==> config.mk <==
export PLATFORM = sky130hd
export DESIGN_NAME = rxr_dma_ring
export DESIGN_NICKNAME = d
export VERILOG_FILES = /design/src/rtl/rxr_pkg.sv /design/src/rtl/rxr_ring_idx.sv /design/src/rtl/rxr_irq_status.sv /design/src/rtl/rxr_dma_ring.sv
export SDC_FILE = /design/constraint.sdc
export NUM_CORES = 1
export LEC_CHECK = 0
export BUFFER_PORTS_ARGS = -buffer_cell sky130_fd_sc_hd__buf_2
export CAP_MARGIN = 30
export CORE_UTILIZATION = 60
export CTS_CLUSTER_SIZE = 40
export DETAILED_ROUTE_END_ITERATION = 8
export PLACE_DENSITY = 0.87
export SYNTH_ARGS = -nofsm -noshare
export SYNTH_HDL_FRONTEND = slang
export SYNTH_SLANG_ARGS = --single-unit
==> constraint.sdc <==
create_clock -name clk -period 11.3 [get_ports clk]
set_input_delay 0.565 -clock clk [delete_from_list [all_inputs] [get_ports clk]]
set_output_delay 0.565 -clock clk [all_outputs]
set_load 0.05 [all_outputs]
==> src/rtl/rxr_pkg.sv <==
package rxr_pkg;
   // control word layout, shared with software
   localparam int OWN_BIT  = 31;
   localparam int ERR_BIT  = 30;
   localparam int LEN_LSB  = 16;
   localparam int SIZE_LSB = 0;
   localparam int FIELD_MAX = 14;
   localparam int DESC_SHIFT = 3;   // 8 bytes per descriptor
   localparam int CTL_OFS    = 4;

   typedef enum logic [2:0] {
      ST_IDLE,
      ST_RD_CTL,
      ST_RD_ADR,
      ST_RECV,
      ST_WR_BYTE,
      ST_WB,
      ST_DROP
   } rxr_state_e;
endpackage

==> src/rtl/rxr_ring_idx.sv <==
module rxr_ring_idx #(
   parameter int IDXW = 8
) (
   input  logic            clk,
   input  logic            rst_n,
   input  logic            en,
   input  logic            adv,
   input  logic [IDXW:0]   count,
   output logic [IDXW-1:0] idx
);
   logic [IDXW:0] nxt;
   assign nxt = {1'b0, idx} + (IDXW+1)'(1);

   always_ff @(posedge clk or negedge rst_n) begin
      if (!rst_n)        idx <= '0;
      else if (!en)      idx <= '0;
      else if (adv)      idx <= (nxt >= count) ? '0 : nxt[IDXW-1:0];
   end

   AST_IDX_WRAP: assert property (@(posedge clk) disable iff (!rst_n)
      (en && adv && (nxt >= count)) |=> (idx == '0));
   AST_IDX_OFF_ZERO: assert property (@(posedge clk) disable iff (!rst_n)
      !en |=> (idx == '0));
endmodule

==> src/rtl/rxr_irq_status.sv <==
module rxr_irq_status (
   input  logic       clk,
   input  logic       rst_n,
   input  logic       set_done,
   input  logic       set_ovr,
   input  logic [1:0] clr,
   output logic [1:0] sts,
   output logic       irq
);
   // a new event in the same cycle as a clear wins
   always_ff @(posedge clk or negedge rst_n) begin
      if (!rst_n) sts <= '0;
      else begin
         sts[0] <= set_done | (sts[0] & ~clr[0]);
         sts[1] <= set_ovr  | (sts[1] & ~clr[1]);
      end
   end

   assign irq = |sts;

   AST_OVR_STICKY: assert property (@(posedge clk) disable iff (!rst_n)
      (sts[1] && !clr[1]) |=> sts[1]);
   AST_DONE_CLEARED: assert property (@(posedge clk) disable iff (!rst_n)
      (clr[0] && !set_done) |=> !sts[0]);
endmodule

==> src/rtl/rxr_dma_ring.sv <==
module rxr_dma_ring
   import rxr_pkg::*;
#(
   parameter int AW   = 32,
   parameter int IDXW = 8,
   parameter int LENW = 14
) (
   input  logic            clk,
   input  logic            rst_n,
   input  logic            cfg_en,
   input  logic [AW-1:0]   cfg_base,
   input  logic [IDXW:0]   cfg_count,
   input  logic            rx_valid,
   output logic            rx_ready,
   input  logic [7:0]      rx_data,
   input  logic            rx_sop,
   input  logic            rx_eop,
   output logic            mem_req,
   output logic            mem_we,
   output logic [AW-1:0]   mem_addr,
   output logic [3:0]      mem_be,
   output logic [31:0]     mem_wdata,
   input  logic            mem_ack,
   input  logic [31:0]     mem_rdata,
   output logic            irq,
   output logic [1:0]      sts,
   input  logic [1:0]      sts_clr
);
   localparam int LANES = 4;

   if (LENW < 1 || LENW > FIELD_MAX) begin : g_bad_lenw
      $error("rxr_dma_ring: LENW out of range");
   end
   if (AW < 16 || AW > 32) begin : g_bad_aw
      $error("rxr_dma_ring: AW out of range");
   end
   if (IDXW < 1 || IDXW > 16) begin : g_bad_idxw
      $error("rxr_dma_ring: IDXW out of range");
   end

   rxr_state_e      state;
   logic [LENW-1:0] ctl_size;
   logic [LENW-1:0] cnt;
   logic [AW-1:0]   buf_addr;
   logic [7:0]      byte_q;
   logic            last;
   logic            trunc;
   logic [IDXW-1:0] idx;
   logic [AW-1:0]   desc_addr;
   logic [AW-1:0]   wr_addr;
   logic [LANES-1:0] lane_be;
   logic [31:0]     wb_word;
   logic            done_evt;
   logic            ovr_evt;

   assign desc_addr = cfg_base + (AW'(idx) << DESC_SHIFT);
   assign wr_addr   = buf_addr + AW'(cnt);
   assign done_evt  = (state == ST_WB) && mem_ack;
   assign ovr_evt   = (state == ST_RD_CTL) && mem_ack && !mem_rdata[OWN_BIT];

   for (genvar g = 0; g < LANES; g++) begin : g_lane
      assign lane_be[g] = (wr_addr[1:0] == 2'(g));
   end

   always_comb begin
      wb_word = '0;
      wb_word[ERR_BIT]            = trunc;
      wb_word[LEN_LSB +: LENW]    = cnt;
      wb_word[SIZE_LSB +: LENW]   = ctl_size;
   end

   rxr_ring_idx #(.IDXW(IDXW)) i_idx (
      .clk   (clk),
      .rst_n (rst_n),
      .en    (cfg_en),
      .adv   (done_evt),
      .count (cfg_count),
      .idx   (idx)
   );

   rxr_irq_status i_sts (
      .clk      (clk),
      .rst_n    (rst_n),
      .set_done (done_evt),
      .set_ovr  (ovr_evt),
      .clr      (sts_clr),
      .sts      (sts),
      .irq      (irq)
   );

   always_comb begin
      case (state)
         ST_IDLE:         rx_ready = cfg_en && !rx_sop;
         ST_RECV, ST_DROP: rx_ready = 1'b1;
         default:         rx_ready = 1'b0;
      endcase
   end

   always_comb begin
      mem_req   = 1'b0;
      mem_we    = 1'b0;
      mem_addr  = desc_addr + AW'(CTL_OFS);
      mem_be    = '1;
      mem_wdata = '0;
      case (state)
         ST_RD_CTL: mem_req = 1'b1;
         ST_RD_ADR: begin
            mem_req  = 1'b1;
            mem_addr = desc_addr;
         end
         ST_WR_BYTE: begin
            mem_req   = 1'b1;
            mem_we    = 1'b1;
            mem_addr  = wr_addr;
            mem_be    = lane_be;
            mem_wdata = {LANES{byte_q}};
         end
         ST_WB: begin
            mem_req   = 1'b1;
            mem_we    = 1'b1;
            mem_wdata = wb_word;
         end
         default: ;
      endcase
   end

   always_ff @(posedge clk or negedge rst_n) begin
      if (!rst_n) begin
         state    <= ST_IDLE;
         ctl_size <= '0;
         cnt      <= '0;
         buf_addr <= '0;
         byte_q   <= '0;
         last     <= 1'b0;
         trunc    <= 1'b0;
      end else begin
         case (state)
            ST_IDLE:
               if (cfg_en && rx_valid && rx_sop) state <= ST_RD_CTL;
            ST_RD_CTL:
               if (mem_ack) begin
                  if (mem_rdata[OWN_BIT]) begin
                     ctl_size <= mem_rdata[SIZE_LSB +: LENW];
                     state    <= ST_RD_ADR;
                  end else begin
                     state    <= ST_DROP;
                  end
               end
            ST_RD_ADR:
               if (mem_ack) begin
                  buf_addr <= mem_rdata[AW-1:0];
                  cnt      <= '0;
                  trunc    <= 1'b0;
                  state    <= ST_RECV;
               end
            ST_RECV:
               if (rx_valid) begin
                  byte_q <= rx_data;
                  last   <= rx_eop;
                  if (cnt < ctl_size) state <= ST_WR_BYTE;
                  else begin
                     trunc <= 1'b1;
                     if (rx_eop) state <= ST_WB;
                  end
               end
            ST_WR_BYTE:
               if (mem_ack) begin
                  cnt   <= cnt + 1'b1;
                  state <= last ? ST_WB : ST_RECV;
               end
            ST_WB:
               if (mem_ack) state <= ST_IDLE;
            ST_DROP:
               if (rx_valid && rx_eop) state <= ST_IDLE;
            default: state <= ST_IDLE;
         endcase
      end
   end

   AST_WRITE_IN_BUFFER: assert property (@(posedge clk) disable iff (!rst_n)
      (state == ST_WR_BYTE && mem_req) |-> (cnt < ctl_size));
   AST_WB_HANDS_BACK: assert property (@(posedge clk) disable iff (!rst_n)
      (state == ST_WB && mem_req) |-> !mem_wdata[OWN_BIT]);
   AST_DONE_AFTER_WB: assert property (@(posedge clk) disable iff (!rst_n)
      $rose(sts[0]) |-> $past(state == ST_WB && mem_ack));
   AST_DROP_NO_ACCESS: assert property (@(posedge clk) disable iff (!rst_n)
      (state == ST_DROP) |-> !mem_req);
   AST_OFF_NO_ACCESS: assert property (@(posedge clk) disable iff (!rst_n)
      (!cfg_en && state == ST_IDLE) |-> (!mem_req && !rx_ready));
   AST_ONE_LANE: assert property (@(posedge clk) disable iff (!rst_n)
      (state == ST_WR_BYTE) |-> $onehot0(mem_be));
endmodule

==> results.md, run 1 <==
- Worst-path fanout max: 9
- Setup TNS: 0 ps
- Post-layout util: 71.5%
- Setup crit start kind: flip-flop
- Slowest-stage cell, CP: nor4_1
- Critical Setup Path Class: flip-flop to primary output
- Leakage: 4.24 nW
- Final Setup Violations: 0
- Post-synth top area share: 26.8%
- Post-cts sizing count: 0
- Synth area leaders: dfrtp_1 (27%), mux2_2 (8.0%), ha_1 (7.6%)
- Post-CTS Setup Bufs: 0
- CTS tree: done
- GRT Util Overall: 35.1%
- Syn_area_per_cell: 8.40 um^2
- Antenna violations before repair: 0
- Avg Vias per Cell: 6.39
- Drt drc: 0
- Fin crit share: about half
- Final min period: between 5000 and 6000 ps
- GPL Wtd Cong: roughly 0.95
- Nets@finish: approximately 1.2k
- Register area: 0.00208 mm^2
- First-pass GRT wire length: approximately 36,000 um
- Area grow syn2layout: 16.3%
- Number of clock sinks: between 80 and 90
- Share of post-route cells with drive strength above 1: 24.3%
- Hold Path Class: primary input to async pin
- CORE AREA: 0.0126 mm^2
- Critical path startpoint: i_idx.idx[0]
- Sequential area share after synthesis: 26.8%
- Critical Path RT: between 10,000 and 15,000 ps
- FF+latch count, synth: 83
- CTS max path bufs: 2
- Relative slew slack: 28.1%
- Number of DRC markers in iteration 0: 939
- Yosys top cell by area: dfrtp_1
- Clk_lat worst skew: about 350 ps
- Cell mode on critical path: a311oi_1
- Final wirelength: 23,300 um
- Hold Buf Count CTS: 0
- Reg clk slew, reported paths: 70 ps
- Max cap viols: 0
- Htree depth: 3
- Port Buffers: roughly 160
- Largest net degree at the start of global routing: 76
- PD cells: 218 mW/mm^2
- Die X: 116 um
- Worst Tran Pin Value: 1070 ps
- Skew final: 5.21 ps
- Crit. End Element: primary output
- VDD IR-drop max: 0.198 mV
- GRT overflow: 0
- Detailed-route via count: 7,920
- Die height: 116 um
- Std-Cell Rows: 41
- Vias in the first global route: 7,089
- Post-Syn Instances: 924
- Crit path cell chain: ha_1 -> inv_1 -> fa_1 -> nand2b_1 -> a2111oi_2 -> a311oi_1 -> or4_4 -> nor4_1 -> a21boi_2 -> and2_1 -> a311oi_1 -> a211oi_1 -> buf_2
- CTS root buf: clkbuf_16
- Initial core utilization: 61.5%
- CP arrival: 5030 ps
- Detailed Place HPWL: 17,300 um
- FFs w/ async S/R, synth: 100%
- Syn Nets: 1,063
- Avg WL per Cell: 18.8 um
- Ys flop type: dfrtp_1
- Area of the multi-input gates: around 0.0054 mm^2
- Max Clk Rate: 179 MHz
- Worst r2r src: state[1]
- Worst path max stage delay: 730 ps
- IO Count: approximately 160
- Synth Cell Area: 0.00776 mm^2
- Ant. Diodes: 0
- Post-DRT Antenna Nets: 0
- Number of buffers created by CTS: 9
- Fin. Hold Viols: 0
- Max-slew violations: 0
- Number of flops mapped to enable cells by yosys: 0
- Fillers: a little over 1k
- RSZ-0062 raised after global routing: false
- Yosys cell types: 74
- Ys Warns: 0
- Pre-antenna DRT Iters: 7
- Die area: around 0.013 mm^2
- Outcome: finished, final reports clean
## placed cells by master (no fill, tap or decap), drive strengths merged, types with 6 or more instances in the layout
master / Yosys / layout
a2111oi: 6 / 6
a211oi: 9 / 9
a21o: 31 / 31
a21oi: 47 / 47
a22o: 25 / 25
a31oi: 10 / 10
and2: 11 / 11
and3: 17 / 17
buf: 9 / 170
clkbuf: 33 / 9
dfrtp: 83 / 83
ha: 47 / 47
inv: 48 / 51
mux2: 55 / 55
nand2: 86 / 86
nand2b: 14 / 14
nand3: 43 / 43
nand4: 22 / 22
nor2: 52 / 52
nor2b: 6 / 6
nor3: 13 / 13
nor4: 7 / 7
o211ai: 10 / 10
o21a: 7 / 7
o21ai: 48 / 48
o22ai: 12 / 12
or3: 10 / 10
xnor2: 42 / 42
xor2: 40 / 40
## worst max-delay path: cells and delay by family, from the launching register on
family	cells	cell delay [ps]
AOI/OAI and AO/OA	5	1390
and+or+nand+nor	4	1830
DFF	1	470
adders and majority gates	2	610
buffers and inverters	2	390
## worst paths after layout
kind,to,cells after the start,slack [ps]
worst min-delay path,buf_addr[30],1,30
min in group clk,i_sts.sts[0],2,380
max in group asynchronous,i_idx.idx[4],3,10530
worst max-delay path,mem_addr[20],13,5700
worst min register to register,byte_q[7],1,500
worst max register to register,cnt[11],10,7510
## area by class of cell
cell class / instances / share of cell area, %
Multi-Input combinational cell: 750 / 59.3
Clock buffer: 9 / 2.50
Clock inverter: 7 / 0.929
Timing Repair Buffer: 170 / 9.84
Inverter: 49 / 2.04
Sequential cell: 83 / 23.0
Tap cell: 172 / 2.38
## logic make-up after synthesis
group,count (synthesis),synth area share (%)
adders and majority gates,49,8.09
buffers and inverters,91,4.56
DFF,83,26.8
AOI/OAI and AO/OA,255,22.9
xor gates and xnor gates,82,9.25
muxes,60,8.62
and+or+nand+nor,304,19.8
## where the power goes
part           leakage [nW]  switching [W]  internal, W
clock network         0.149       0.000138     0.000175
logic                  3.05       0.000745     0.000371
registers              1.04       0.000129     0.000408
## synth_stat cells, types with 8 or more instances
cell type / count
xnor2_1: 42
xor2_1: 40
or3_1: 9
clkbuf_1: 33
o21ai_0: 45
o22ai_1: 12
and3_1: 17
nor3_1: 13
a211oi_1: 9
nand4_1: 22
o211ai_1: 9
inv_1: 48
and2_1: 8
nand2b_1: 14
dfrtp_1: 83
nand2_1: 86
nor2_1: 52
a21oi_1: 46
a21o_1: 31
ha_1: 47
a22o_1: 25
mux2_2: 55
nand3_1: 43
a31oi_1: 10
## through the flow
step	total power [W]	std cells	hold WS, ps	area (um^2)	setup slack [ps]
floorplan	0.00133	924	269	7760	5930
global placement	0.00161	1222	404	8680	6080
detailed placement	0.00163	1223	405	8690	6030
CTS	0.00195	1239	34.3	9000	5790
global route	0.00207	1240	38.0	9020	5460
finish	0.00197	1240	31.7	9020	5700
## registers in the layout, indices dropped and copies added, names as in the netlist
signal and count:
cnt 14, i_sts.sts 2, last 1, trunc 1, ctl_size 14, i_idx.idx 8
byte_q 8, state 3, buf_addr 32
## layer usage
layer | wire [um] | share of wire, % | up-vias | track usage (%)
li1 | - | - | 3695 | -
met1 | 10300 | 44 | 3751 | 49.2
met2 | 10500 | 45 | 410 | 55.0
met3 | 1710 | 7.3 | 64 | 5.33
met4 | 817 | 3.5 | 0 | 13.4
met5 | 0 | 0 | - | 0
No activity file was read; power rests on OpenSTA's default activity.
==> run 2, diff against run 1 <==
--- a/config.mk
+++ b/config.mk
@@ -7,10 +7,10 @@
 export LEC_CHECK = 0
 export BUFFER_PORTS_ARGS = -buffer_cell sky130_fd_sc_hd__buf_2
 export CAP_MARGIN = 30
-export CORE_UTILIZATION = 60
+export CORE_UTILIZATION = 57
 export CTS_CLUSTER_SIZE = 40
 export DETAILED_ROUTE_END_ITERATION = 8
-export PLACE_DENSITY = 0.87
+export PLACE_DENSITY = 0.83
 export SYNTH_ARGS = -nofsm -noshare
 export SYNTH_HDL_FRONTEND = slang
 export SYNTH_SLANG_ARGS = --single-unit
==> constraint.sdc (replaced) <==
create_clock -name clk -period 5.6 [get_ports clk]
set_input_delay 0.28 -clock clk [delete_from_list [all_inputs] [get_ports clk]]
set_output_delay 0.28 -clock clk [all_outputs]
set_load 0.05 [all_outputs]
==> run 2 against run 1 <==
  * Count of clock-buffer cells in the layout increased by 1
  * Wire length decreased by 0.57%
  * Sequential share of layout area decreased by 0.26 points
  * Clock skew increased by 5.0 ps
  * Die area increased by 5.2%
  * Non-clock buffer count increased by 3
  * Critical endpoint is now mem_addr[31]
  * Largest cell class unchanged
  * Largest power group unchanged
==> results.md, run 2 (synthesis gave the netlist of run 1 again) <==
- Slowest-stage cell, CP: or4_4
- Inst Count DP: 1,230 (+0.57%)
- Clk_lat worst skew: 350 ps (about the same)
- Delay-heaviest family, CP: simple AND/OR/NAND/NOR gates
- Worst-path fanout max: 7 (-2)
- CTS root buf: clkbuf_16
- GPL Wtd Cong: 0.960 (+1.5%)
- Worst path bufs/invs: 2 (unchanged)
- Hold depth: 2
- Area grow syn2layout: 17.6%
- Die area: 0.0141 mm^2 (+5.2%)
- Relative slew slack: 29.7% (+1.6 points)
- Largest net degree at the start of global routing: 54 (-29%)
- Detailed Place HPWL: 17,400 um (+0.39%)
- Max-slew violations: 0 (unchanged)
- VDD IR-drop max: 0.344 mV (+73%)
- Avg Vias per Cell: 6.32 (-1.0%)
- Antenna violations before repair: 0 (unchanged)
- Port Buffers: 163 (unchanged)
- Reg clk slew, reported paths: 60 ps (about the same)
- Setup TNS: 0 ps (unchanged)
- Crit path cell chain: ha_1 -> inv_1 -> fa_1 -> nand2b_1 -> a2111oi_2 -> a311oi_1 -> or4_4 -> or4_4 -> a21o_1 -> or3_4 -> or4_1 -> nand3_1 -> buf_2
- Worst Tran Pin Value: 1050 ps (-24.9 ps)
- RSZ-0062 raised after global routing: false
- Vias in the first global route: 7,202 (+1.6%)
- Post-cts sizing count: 0 (unchanged)
- Worst R2R Path Depth: 10 (unchanged)
- CTS max path bufs: 2 (unchanged)
- Share of post-route cells with drive strength above 1: 24.4% (+0.12 points)
- Final wirelength: 23,200 um (-0.57%)
- Std-Cell Rows: 42 (+2.4%)
- Number of buffers created by CTS: 9 (unchanged)
- Skew final: 10.2 ps (+4.99 ps)
- Cell mode on critical path: or4_4
- Avg WL per Cell: 18.6 um (-1.1%)
- WP depth: 13 (unchanged)
- Hold Buf Count CTS: 1 (+1)
- Largest registers: buf_addr x32, cnt x14, ctl_size x14
- Critical Path RT: 5320 ps (-5420 ps)
- Worst path max stage delay: 610 ps (-120 ps)
- Setup crit start kind: flip-flop
- Htree depth: 3 (unchanged)
- Leakage: 4.29 nW (+1.2%)
- First-pass GRT wire length: 36,800 um (+1.4%)
- Detailed-route via count: 7,882 (-0.48%)
- Number of clock sinks: 83 (unchanged)
- PD cells: 450 mW/mm^2 (+110%)
- IO Count: 164 (unchanged)
- Nets@finish: 1,205 (+0.25%)
- GRT overflow: 0 (unchanged)
- Drt drc: 0 (unchanged)
- CORE AREA: 0.0132 mm^2 (+4.9%)
- Most common cell after layout, fill and taps aside: buf_2
- GRT Util Overall: 33.0% (-2.2 points)
- Non-filler cells in the finished layout: 1,247 (+0.56%)
- Crit. End Element: primary output
- Post-DRT Antenna Nets: 0 (unchanged)
- Post-CTS Setup Bufs: 0 (unchanged)
- Max cap viols: 0 (unchanged)
- Die height: 119 um (+2.6%)
- Initial core utilization: 58.6% (-2.9 points)
- Top reg by flops: buf_addr
- Outcome: finished, final reports clean
- Max Clk Rate: 197 MHz
- Pre-antenna DRT Iters: 6 (-1)
- Fin crit share: about nine tenths
- Final min period: 5080 ps
- Ant. Diodes: 0 (unchanged)
- Hold Path Class: primary input to flip-flop
- Fin. Hold Viols: 0 (unchanged)
- CTS tree: done
- Number of DRC markers in iteration 0: 861 (-8.3%)
- Critical Setup Path Class: flip-flop to primary output
- Final Setup Violations: 0 (unchanged)
- Max FFs per register: 32 (unchanged)
- Most frequent cells in the layout: buf_2 (162), nand2_1 (86), dfrtp_1 (83)
- CP arrival: 4800 ps (-230 ps)
- Die X: 119 um (+2.6%)
- Post-layout util: 68.9% (-2.6 points)
==> run 2: cell types whose count changed in the layout (fill, tap and decap cells not counted) <==
| cell | delta |
|---|---|
| dlygate4sd3_1 | +1 |
| clkbuf_8 | +1 |
| buf_16 | -1 |
| inv_6 | -1 |
| buf_4 | +4 |
| buf_2 | -1 |
| clkinv_4 | -2 |
| inv_8 | -1 |
| bufinv_16 | +4 |
| clkinvlp_4 | -1 |
==> run 2: report_power, final <==
group	internal, W	switching, W
logic	0.000751	0.00149
registers	0.000825	0.000252
clock network	0.000540	0.000249
==> run 2: final cells by class <==
| cell class | instances | area, um^2 |
|---|---|---|
| multi-input combinational | 750 | 5350 |
| fill | 1136 | 4120 |
| sequential | 83 | 2080 |
| timing repair buffer | 173 | 896 |
| clock buffer | 10 | 239 |
| tap | 176 | 220 |
| inverter | 49 | 184 |
| clock inverter | 6 | 159 |
==> run 2: worst paths after layout <==
| kind | from | end | slack (ps) |
|---|---|---|---|
| worst max-delay path | i_idx.idx[0] | mem_addr[31] | 520 |
| max in group asynchronous | rst_n | ctl_size[2] | 4150 |
| worst min register to register | byte_q[6] | byte_q[6] | 510 |
| worst min-delay path | sts_clr[0] | i_sts.sts[0] | 100 |
| worst max register to register | state[0] | cnt[13] | 1910 |
| min in group asynchronous | rst_n | buf_addr[20] | 450 |
==> run 2: per-stage QoR <==
stage	instance area (um^2)	setup WS, ps	hold WS [ps]	total power, W
after floorplan	7760	646	-15.6	0.00268
after global placement	8720	1050	284	0.00325
after detailed placement	8720	932	284	0.00328
after CTS	9130	553	97.7	0.00409
after global routing	9130	357	116	0.00432
final	9130	516	103	0.00411
==> run 2: metal layers <==
layer	vias to the layer above	track usage, %	part of all wire, %
met3	54	4.34	8.2
met5	-	0	0
met2	429	51.6	45
met1	3692	45.7	43
met4	0	13.9	3.2
li1	3707	-	-
==> run 3, diff against run 2 <==
--- a/config.mk
+++ b/config.mk
@@ -8,6 +8,7 @@
 export BUFFER_PORTS_ARGS = -buffer_cell sky130_fd_sc_hd__buf_2
 export CAP_MARGIN = 30
 export CORE_UTILIZATION = 57
+export CTS_BUF_LIST = sky130_fd_sc_hd__clkbuf_16
 export CTS_CLUSTER_SIZE = 40
 export DETAILED_ROUTE_END_ITERATION = 8
 export PLACE_DENSITY = 0.83
==> run 3 against run 2 <==
  * Largest power group unchanged
  * Total power shrank 0.27%
  * Worst setup slack worse by 3.9 ps
  * Clock power down 2%
  * Wire length is essentially flat
  * Critical path type unchanged
  * Non-clock buffer count is the same
  * Clock skew up 0.70 ps
  * Largest cell class unchanged
==> results.md, run 3 (synthesis gave the netlist of run 1 again) <==
- Most frequent cells in the layout: buf_2 (162), nand2_1 (86), dfrtp_1 (83)
- Combinational group share of total power: 54.9% (+0.3 points)
- Port Buffers: 163 (unchanged)
- Crit. End Element: primary output
- Setup TNS: 0 ps (unchanged)
- Drt drc: 0 (unchanged)
- Max cap viols: 0 (unchanged)
- Critical Path RT: 5320 ps (about the same)
- Design area: 0.00911 mm^2 (-0.11%)
- IO Count: 164 (unchanged)
- Die X: 119 um (unchanged)
- Sequential share of power: 26.3% (about the same)
- Relative slew slack: 28.0% (-1.7 points)
- GPL Wtd Cong: 0.960 (unchanged)
- Fin. Hold Viols: 0 (unchanged)
- CTS root buf: clkbuf_16
- Top reg by flops: buf_addr
- Proportion of power drawn by the clock network: 18.9% (-0.3 points)
- Max Clk Rate: 197 MHz (about the same)
- Largest net degree at the start of global routing: 54 (unchanged)
- First-pass GRT wire length: 36,800 um (about the same)
- Vias in the first global route: 7,198 (-0.056%)
- Most common cell after layout, fill and taps aside: buf_2
- Antenna violations before repair: 0 (unchanged)
- Nets@finish: 1,205 (unchanged)
- GRT overflow: 0 (unchanged)
- RSZ-0062 raised after global routing: false
- PD cells: 450 mW/mm^2 (-0.16%)
- Skew final: 10.9 ps (+0.695 ps)
- Clk_lat worst skew: 350 ps (about the same)
- Reg clk slew, reported paths: 60 ps (about the same)
- Critical Setup Path Class: flip-flop to primary output
- Sw power: 0.00200 W (+0.15%)
- Max-slew violations: 0 (unchanged)
- Number of clock sinks: 83 (unchanged)
- Setup crit start kind: flip-flop
- Largest registers: buf_addr x32, cnt x14, ctl_size x14
- Worst Tran Pin Value: 1070 ps (+25.0 ps)
- Power Total: 0.00410 W (-0.27%)
- Number of DRC markers in iteration 0: 859 (-0.23%)
- Post-DRT Antenna Nets: 0 (unchanged)
- Detailed Place HPWL: 17,400 um (unchanged)
- Final min period: 5090 ps (+3.88 ps)
- Post-cts sizing count: 0 (unchanged)
- Area of the multi-input gates: 0.00535 mm^2 (unchanged)
- Fillers: 1,138 (+0.18%)
- Fin crit share: 90.8% (about the same)
- Placed cell areas: 0.00872 mm^2 (unchanged)
- Sw Ratio: 48.7% (+0.20 points)
- Final wirelength: 23,200 um (about the same)
- Die area: 0.0141 mm^2 (unchanged)
- Setup slack after layout: 513 ps (-3.88 ps)
- Outcome: finished, final reports clean
- CORE AREA: 0.0132 mm^2 (unchanged)
- Pre-antenna DRT Iters: 5 (-1)
- Final Setup Violations: 0 (unchanged)
- Std-Cell Rows: 42 (unchanged)
- Cell-internal power: 0.00210 W (-0.65%)
- Initial core utilization: 58.6% (unchanged)
- Share of post-route cells with drive strength above 1: 24.3% (-0.093 points)
- Avg Vias per Cell: 6.27 (-0.75%)
- VDD IR-drop max: 0.344 mV (about the same)
- Register area: 0.00208 mm^2 (unchanged)
- Post-place setup slack: 932 ps (unchanged)
- Area grow syn2layout: 17.4%
- Worst-path fanout max: 7 (unchanged)
- Avg WL per Cell: 18.6 um (about the same)
- CP arrival: 4810 ps (about the same)
- Max FFs per register: 32 (unchanged)
- Htree depth: 3 (unchanged)
- Detailed-route via count: 7,823 (-0.75%)
- GRT Util Overall: 33.0% (about the same)
- CTS tree: done
- CTS max path bufs: 2 (unchanged)
- Number of buffers created by CTS: 9 (unchanged)
- Ant. Diodes: 0 (unchanged)
- Die height: 119 um (unchanged)
- Hold Path Class: primary input to flip-flop
- R2r setup slk: 1900 ps (about the same)
- Leakage: 4.28 nW (-0.13%)
## run 3: area by class of cell
type | count | area share [%]
clock buffer | 9 | 2.47
clock inverter | 7 | 1.78
inverter | 49 | 2.02
multi-input combinational | 750 | 58.7
sequential | 83 | 22.8
tap | 176 | 2.42
timing repair buffer | 173 | 9.83
## run 3: path summary, 6_finish.rpt
check / from / depth (start not counted) / endpoint
setup / recovery: i_idx.idx[0] / 13 / mem_addr[31]
max in group asynchronous: rst_n / 3 / ctl_size[2]
min in group asynchronous: rst_n / 2 / buf_addr[20]
hold reg to reg: byte_q[6] / 1 / byte_q[6]
setup reg to reg: state[0] / 10 / cnt[13]
hold / removal: sts_clr[0] / 2 / i_sts.sts[0]
## run 3: power groups by stage
stage               registers [W]  clock network (W)  logic [W]
finish                    0.00108           0.000773    0.00225
global route              0.00110           0.000804    0.00240
CTS                       0.00107           0.000783    0.00222
detailed placement        0.00108                  0    0.00220
global placement          0.00107                  0    0.00218
floorplan                0.000983                  0    0.00170
## run 3: layer usage
layer | track usage [%] | up-vias | routed length [um]
li1 | - | 3706 | -
met1 | 45.7 | 3676 | 10300
met2 | 51.5 | 381 | 10400
met3 | 4.34 | 60 | 1640
met4 | 13.9 | 0 | 855
met5 | 0 | - | 0
## run 3: what timing repair did
item | 4_1_cts | 5_1_grt
buffers inserted | 0 | 0
hold buffers | 1 | 0
endpoints found under the hold margin | 36 | 0
## run 3: worst max-delay path, stage by stage (launching register included)
cell and delay, ps:
dfrtp_1 470, ha_1 230, inv_1 60, fa_1 380, nand2b_1 220, a2111oi_2 320
a311oi_1 130, or4_4 610, or4_4 570, a21o_1 200, or3_4 390, or4_1 520
nand3_1 100, buf_2 260
## run 3: metrics by stage
stage                     util (%)  hold WS [ps]  instances
after floorplan                  -         -15.6        924
after global placement        65.8           284       1230
after detailed placement      65.8           284       1230
after CTS                     68.8          97.7       1247
after global routing          68.8           116       1247
final                         68.8           103       1247
